**config.mk**
```make
export PLATFORM = sky130hd
export DESIGN_NAME = desc_ring_engine
export DESIGN_NICKNAME = d
export VERILOG_FILES = /design/src/rtl/desc_ring_engine.sv
export SDC_FILE = /design/constraint.sdc
export NUM_CORES = 1
export LEC_CHECK = 0
export BUFFER_PORTS_ARGS = -buffer_cell sky130_fd_sc_hd__buf_4
export CORE_ASPECT_RATIO = 0.75
export CORE_MARGIN = 3
export CORE_UTILIZATION = 30
export CTS_CLUSTER_SIZE = 12
export DETAILED_ROUTE_END_ITERATION = 6
export GPL_TIMING_DRIVEN = 0
export PLACE_DENSITY = 0.58
export SLEW_MARGIN = 25
export SYNTH_ARGS = -nofsm -noshare
export SYNTH_HDL_FRONTEND = slang
export SYNTH_SLANG_ARGS = --single-unit
```
**constraint.sdc**
```tcl
create_clock -name clk -period 5.6 [get_ports clk]
set_input_delay 0.84 -clock clk [delete_from_list [all_inputs] [get_ports clk]]
set_output_delay 0.84 -clock clk [all_outputs]
set_load 0.005 [all_outputs]
```
**src/rtl/desc_ring_engine.sv**
```systemverilog
module desc_ring_engine #(
  parameter int AW = 8,
  parameter int CW = 11,
  parameter int MW = 16
) (
  input  logic          clk,
  input  logic          rst_n,
  input  logic          reg_we,
  input  logic [2:0]    reg_addr,
  input  logic [31:0]   reg_wdata,
  output logic [31:0]   stat_word,
  output logic [MW-1:0] missed_cnt,
  output logic          mem_en,
  output logic          mem_we,
  output logic [AW-1:0] mem_addr,
  output logic [31:0]   mem_wdata,
  input  logic [31:0]   mem_rdata,
  input  logic          rx_frame,
  input  logic [14:0]   rx_len,
  input  logic          rx_err,
  output logic          tx_active,
  output logic [CW-1:0] tx_count,
  output logic          tx_first,
  output logic          tx_last,
  output logic          tx_setup,
  input  logic          tx_done,
  input  logic          tx_err
);
  localparam logic [2:0] A_BUS = 3'd0, A_POLL = 3'd1, A_RXB = 3'd3, A_TXB = 3'd4, A_OPM = 3'd6;
  localparam logic [AW-1:0] STEP = AW'(4);
  localparam logic [AW-1:0] CTLW = AW'(1);

  typedef enum logic [2:0] {R_STOP, R_IDLE, R_RDST, R_CHK, R_RDCT, R_GETCT, R_WB} rx_t;
  typedef enum logic [2:0] {T_STOP, T_SUSP, T_RDST, T_CHK, T_RDCT, T_GETCT, T_XMIT, T_WB} tx_t;

  rx_t rx_st;
  tx_t tx_st;
  logic rx_run, tx_run;
  logic [AW-1:0] rx_base, tx_base, rx_cur, tx_cur;
  logic [14:0] rx_len_q;
  logic rx_err_q, rx_eor, tx_err_q;
  logic [31:0] tx_ctl;
  logic [2:0] rx_code, tx_code;

  wire swr  = reg_we && reg_addr == A_BUS && reg_wdata[0];
  wire poll = reg_we && reg_addr == A_POLL && reg_wdata == 32'd1;
  wire rx_req = rx_st == R_RDST || rx_st == R_RDCT || rx_st == R_WB;
  wire tx_gnt = !rx_req;
  wire rx_miss_busy = rx_frame && rx_st != R_STOP && rx_st != R_IDLE;
  wire rx_miss_own  = rx_st == R_CHK && !mem_rdata[31];

  wire [31:0] rx_status = {1'b0, rx_len_q, rx_err_q, 6'b0, 1'b1, 8'b0};
  wire [31:0] tx_status = tx_err_q ? 32'h0000_8000 : (tx_ctl[27] ? 32'h7FFF_FFFF : 32'h0);

  assign tx_active = tx_st == T_XMIT;
  assign tx_count  = tx_ctl[CW-1:0];
  assign tx_first  = tx_ctl[29];
  assign tx_last   = tx_ctl[30];
  assign tx_setup  = tx_ctl[27];
  assign stat_word = {9'b0, tx_code, rx_code, 17'b0};

  always_comb begin
    case (rx_st)
      R_STOP:  rx_code = 3'd0;
      R_IDLE:  rx_code = 3'd3;
      R_WB:    rx_code = 3'd5;
      default: rx_code = 3'd1;
    endcase
    case (tx_st)
      T_STOP:  tx_code = 3'd0;
      T_SUSP:  tx_code = 3'd6;
      T_XMIT:  tx_code = 3'd2;
      T_WB:    tx_code = 3'd7;
      default: tx_code = 3'd1;
    endcase
  end

  always_comb begin
    mem_en = 1'b0;
    mem_we = 1'b0;
    mem_addr = '0;
    mem_wdata = '0;
    if (rx_st == R_RDST) begin
      mem_en = 1'b1; mem_addr = rx_cur;
    end else if (rx_st == R_RDCT) begin
      mem_en = 1'b1; mem_addr = rx_cur + CTLW;
    end else if (rx_st == R_WB) begin
      mem_en = 1'b1; mem_we = 1'b1; mem_addr = rx_cur; mem_wdata = rx_status;
    end else if (tx_st == T_RDST) begin
      mem_en = 1'b1; mem_addr = tx_cur;
    end else if (tx_st == T_RDCT) begin
      mem_en = 1'b1; mem_addr = tx_cur + CTLW;
    end else if (tx_st == T_WB) begin
      mem_en = 1'b1; mem_we = 1'b1; mem_addr = tx_cur; mem_wdata = tx_status;
    end
  end

  always_ff @(posedge clk or negedge rst_n) begin
    if (!rst_n) begin
      rx_run <= 1'b0; tx_run <= 1'b0;
      rx_base <= '0; tx_base <= '0;
    end else begin
      if (swr) begin
        rx_run <= 1'b0; tx_run <= 1'b0;
      end else if (reg_we && reg_addr == A_OPM) begin
        rx_run <= reg_wdata[1]; tx_run <= reg_wdata[13];
      end
      if (reg_we && reg_addr == A_RXB && rx_st == R_STOP) rx_base <= {reg_wdata[AW-1:2], 2'b00};
      if (reg_we && reg_addr == A_TXB && tx_st == T_STOP) tx_base <= {reg_wdata[AW-1:2], 2'b00};
    end
  end

  always_ff @(posedge clk or negedge rst_n) begin
    if (!rst_n) begin
      rx_st <= R_STOP; rx_cur <= '0; rx_len_q <= '0; rx_err_q <= 1'b0;
      rx_eor <= 1'b0; missed_cnt <= '0;
    end else if (swr) begin
      rx_st <= R_STOP; missed_cnt <= '0;
    end else begin
      missed_cnt <= missed_cnt + MW'(rx_miss_busy) + MW'(rx_miss_own);
      case (rx_st)
        R_STOP: if (rx_run) begin rx_cur <= rx_base; rx_st <= R_IDLE; end
        R_IDLE:
          if (!rx_run) rx_st <= R_STOP;
          else if (rx_frame) begin
            rx_len_q <= rx_len; rx_err_q <= rx_err; rx_st <= R_RDST;
          end
        R_RDST:  rx_st <= R_CHK;
        R_CHK:   rx_st <= mem_rdata[31] ? R_RDCT : R_IDLE;
        R_RDCT:  rx_st <= R_GETCT;
        R_GETCT: begin rx_eor <= mem_rdata[25]; rx_st <= R_WB; end
        R_WB: begin
          rx_cur <= rx_eor ? rx_base : rx_cur + STEP;
          rx_st <= R_IDLE;
        end
        default: rx_st <= R_STOP;
      endcase
    end
  end

  always_ff @(posedge clk or negedge rst_n) begin
    if (!rst_n) begin
      tx_st <= T_STOP; tx_cur <= '0; tx_ctl <= '0; tx_err_q <= 1'b0;
    end else if (swr) begin
      tx_st <= T_STOP;
    end else begin
      case (tx_st)
        T_STOP: if (tx_run) begin tx_cur <= tx_base; tx_st <= T_SUSP; end
        T_SUSP:
          if (!tx_run) tx_st <= T_STOP;
          else if (poll) tx_st <= T_RDST;
        T_RDST:  if (tx_gnt) tx_st <= T_CHK;
        T_CHK:   tx_st <= mem_rdata[31] ? T_RDCT : T_SUSP;
        T_RDCT:  if (tx_gnt) tx_st <= T_GETCT;
        T_GETCT: begin tx_ctl <= mem_rdata; tx_st <= T_XMIT; end
        T_XMIT:  if (tx_done) begin tx_err_q <= tx_err; tx_st <= T_WB; end
        T_WB:
          if (tx_gnt) begin
            tx_cur <= tx_ctl[25] ? tx_base : tx_cur + STEP;
            tx_st <= tx_run ? T_RDST : T_STOP;
          end
        default: tx_st <= T_STOP;
      endcase
    end
  end


  swr_stop_chk: assert property (@(posedge clk) disable iff (!rst_n)
    swr |=> (stat_word[22:17] == 6'd0 && missed_cnt == '0));


  rx_handback_chk: assert property (@(posedge clk) disable iff (!rst_n)
    (rx_st == R_WB) |-> (mem_we && !mem_wdata[31] && mem_wdata[8]));


  base_hold_chk: assert property (@(posedge clk) disable iff (!rst_n)
    (reg_we && reg_addr == A_RXB && rx_st != R_STOP) |=> $stable(rx_base));


  poll_gate_chk: assert property (@(posedge clk) disable iff (!rst_n)
    (tx_st == T_SUSP && !poll) |=> (tx_st != T_RDST));


  rx_prio_chk: assert property (@(posedge clk) disable iff (!rst_n)
    (rx_req && !swr && (tx_st == T_RDST || tx_st == T_RDCT || tx_st == T_WB)) |=> $stable(tx_st));


  drop_nowrite_chk: assert property (@(posedge clk) disable iff (!rst_n)
    (rx_st == R_CHK && !mem_rdata[31] && !swr) |=> (rx_st == R_IDLE && !mem_we));
endmodule

```
==> impl_metrics.json <==
{
  "setup_violations": 0,
  "cts_root_buf": "clkbuf_16",
  "worst_pin_slew_ns": 0.770,
  "synthFlopType": "dfrtp_1",
  "design.core.area_um2": 15300,
  "async_flop_share_pct": 100,
  "utilization_pct": 42.7,
  "drt-vias-per-instance": 4.57,
  "dieArea_um2": 17300,
  "powerDensity_nw_per_um2": 383,
  "clock_latency_ns": 0.33,
  "met2_length_um": 5680,
  "yosysMostFrequentCell": "dfrtp_1",
  "num_vias": 3897,
  "cts_setup_buffers": 0,
  "power.switching_uw": 806,
  "relSlewSlack_pct": 48.5,
  "synth-edff-count": 0,
  "endpoint_kind": "output pin",
  "clkSinkCount": 81,
  "insertedDiodeCount": 0,
  "ios": 194,
  "drc": 0,
  "start_util_pct": 30.9,
  "finalSetupTns_ns": 0,
  "grt_pass1_vias": 3645,
  "start_kind": "flip-flop",
  "status": "finished, final reports clean",
  "gr-total-overflow": 0,
  "numCtsBuffers": 9,
  "grt_use_total_pct": 14.2,
  "worstPathArrival_ns": 2.54,
  "worstHoldEndpoint": "tx_base[5]",
  "gp_congestion": 0.821,
  "antenna_left": 0,
  "clockPowerShare_pct": 24.4,
  "leakage_nw": 3.25,
  "hold_viol": 0,
  "cts_resized": 0,
  "internal_power_mw": 1.70,
  "antenna_found_initial": 0,
  "grt_max_degree": 50,
  "wl_met3_um": 892,
  "nNetsFinal": 735,
  "fp.dieH_um": 115,
  "critical_path_class": "flip-flop to output pin",
  "top_layer": "met4",
  "place_inst": 836,
  "reg2reg_slack_ns": 3.22,
  "yosys.cell_types.count": 66,
  "p_sw_share_pct": 32.1,
  "path_clk_slew_ns": 0.06,
  "wl_um": 12500,
  "cp_max_fo": 15,
  "grt_pass1_wl_um": 19200,
  "layout-drive-gt1-share_pct": 46.4,
  "ir_drop_mv": 0.177,
  "min_path_cells": 1,
  "postCtsHoldBufs": 0,
  "cp.required_ns": 4.76,
  "synthDominantCellAreaShare_pct": 42.8,
  "layout.cells.non_filler": 852,
  "r2r-end": "missed_cnt[12]",
  "yosys-top-cells-count": "dfrtp_1, buf_4, mux2_2, nor2_1, a21oi_1",
  "r2r-start": "rx_st[2]",
  "wl_per_cell_um": 14.7,
  "finalCriticalPeriod_ns": 3.38,
  "io_buffers": 149,
  "fin_crit_sh_pct": 60.4,
  "r2r_cells": 10,
  "synth_area_leaders": "dfrtp_1, buf_4, mux2_2",
  "num_rows": 39,
  "min_from": "tx_base[5]",
  "dp_hpwl_um": 9850,
  "cts_tree": "done",
  "yosys.area.top_type": "dfrtp_1",
  "synth-seq-cells": 81,
  "seqPwrFrac_pct": 39.0,
  "hold_path_class": "flip-flop to flip-flop",
  "share_comb_of_total_power_pct": 36.6,
  "wl_met1_um": 5820,
  "netlist_instances": 454,
  "cap_viol_max_count": 0,
  "area_delta_synth_final_pct": 38.3,
  "synthesis.area_um2": 4730,
  "ys_warn_count": 0,
  "die_w_um": 151,
  "synth_seq_area_share_pct": 42.8,
  "drt_iter0_drc": 186,
  "fmax_ghz": 0.296,
  "clock_path_buffers": 2,
  "rsz0062_at_grt": "false",
  "clock_skew_ns": 0.00750,
  "htreeDepth": 3,
  "slew_violations": 0,
  "avgSynthCellArea_um2": 10.4,
  "first_pass_iters": 5
}
==> layout make-up <==
class                           instances  area [um2]
Sequential cell                        81        2030
Fill cell                            1500        8780
Multi-Input combinational cell        318        2240
Buffer                                 74         533
Tap cell                              205         256
Clock buffer                           11         253
Timing Repair Buffer                  150        1140
Clock inverter                          5        62.6
Inverter                                8        32.5
==> cell usage in the layout (no fill, tap or decap), types with 4 or more instances in the layout <==
cell type	n
nand4_1	6
nor3_1	5
dfrtp_1	81
buf_4	211
buf_2	6
nand2b_1	4
mux2i_1	4
nand3_1	19
inv_1	7
xnor2_1	8
or3_1	6
o22ai_1	4
a22o_1	6
nand2_1	23
o21ai_0	14
o21a_1	16
xor2_1	7
a21oi_1	28
nor2_1	34
conb_1	28
clkbuf_16	9
mux2_2	34
mux2_4	10
nor4_1	8
==> cells by family (layout without fill, tap and decap cells) <==
logic type | count (synthesis) | count (layout) | share of synthesized area [%]
other | 1 | 28 | 0.0792
multiplexers | 49 | 49 | 12.3
AO/OA/AOI/OAI | 84 | 84 | 11.8
adder cells (fa/ha/maj) | 4 | 4 | 1.22
XOR/XNOR | 15 | 15 | 2.77
buffers and inverters | 82 | 248 | 11.9
AND/OR/NAND/NOR | 138 | 138 | 17.0
flip-flops | 81 | 81 | 42.8
==> layer usage <==
metal | track usage [%] | up-vias
met2 | 21.9 | 123
met1 | 19.6 | 1856
li1 | - | 1908
met3 | 4.61 | 10
met5 | 0 | -
met4 | 2.96 | 0
==> flip-flops by register name, indices dropped and copies added, names as in the netlist <==
name / flops
rx_cur: 6
tx_ctl: 15
rx_eor: 1
rx_err_q: 1
tx_cur: 6
tx_st: 3
tx_base: 6
missed_cnt: 16
rx_run: 1
rx_base: 6
tx_run: 1
rx_len_q: 15
rx_st: 3
tx_err_q: 1
==> worst max-delay path, cell delays in order (launching register included) <==
cell and delay, ns:
dfrtp_1 0.32, buf_4 0.19, nand3_4 0.13, nand2b_4 0.19, nor3b_2 0.64, nand2b_1 0.19, buf_4 0.15, buf_6 0.14
o21a_1 0.14, buf_4 0.11
==> power groups by stage <==
stage | registers [mW] | clock network (mW) | logic, mW
after floorplan | 0.926 | 0 | 0.621
after global placement | 0.975 | 0 | 0.904
after detailed placement | 0.985 | 0 | 0.922
after CTS | 0.977 | 0.637 | 0.926
after global routing | 1.01 | 0.663 | 1.01
final | 0.979 | 0.612 | 0.918
==> through the flow <==
step           area [um2]  hold slack, ns  setup WS (ns)  power [mW]
6_report             6550           0.504           2.22        2.51
5_1_grt              6550           0.523           2.06        2.68
4_1_cts              6550           0.511           2.19        2.54
3_5_place_dp         6230           0.495           2.56        1.91
3_3_place_gp         6210           0.492           2.61        1.88
2_1_floorplan        4840           0.474           2.93        1.55
==> worst max-delay path by stage <==
stage / from / to / slack, ns / cells after the start
after global routing: tx_st[2] / mem_wdata[18] / 2.06 / 9
final: tx_st[2] / mem_wdata[24] / 2.22 / 9
after CTS: tx_st[2] / mem_wdata[18] / 2.19 / 9
after global placement: tx_st[2] / mem_wdata[24] / 2.61 / 9
after detailed placement: tx_st[2] / mem_wdata[18] / 2.56 / 9
after floorplan: tx_st[2] / mem_wdata[17] / 2.93 / 8
(Power assumes the default switching activity.)
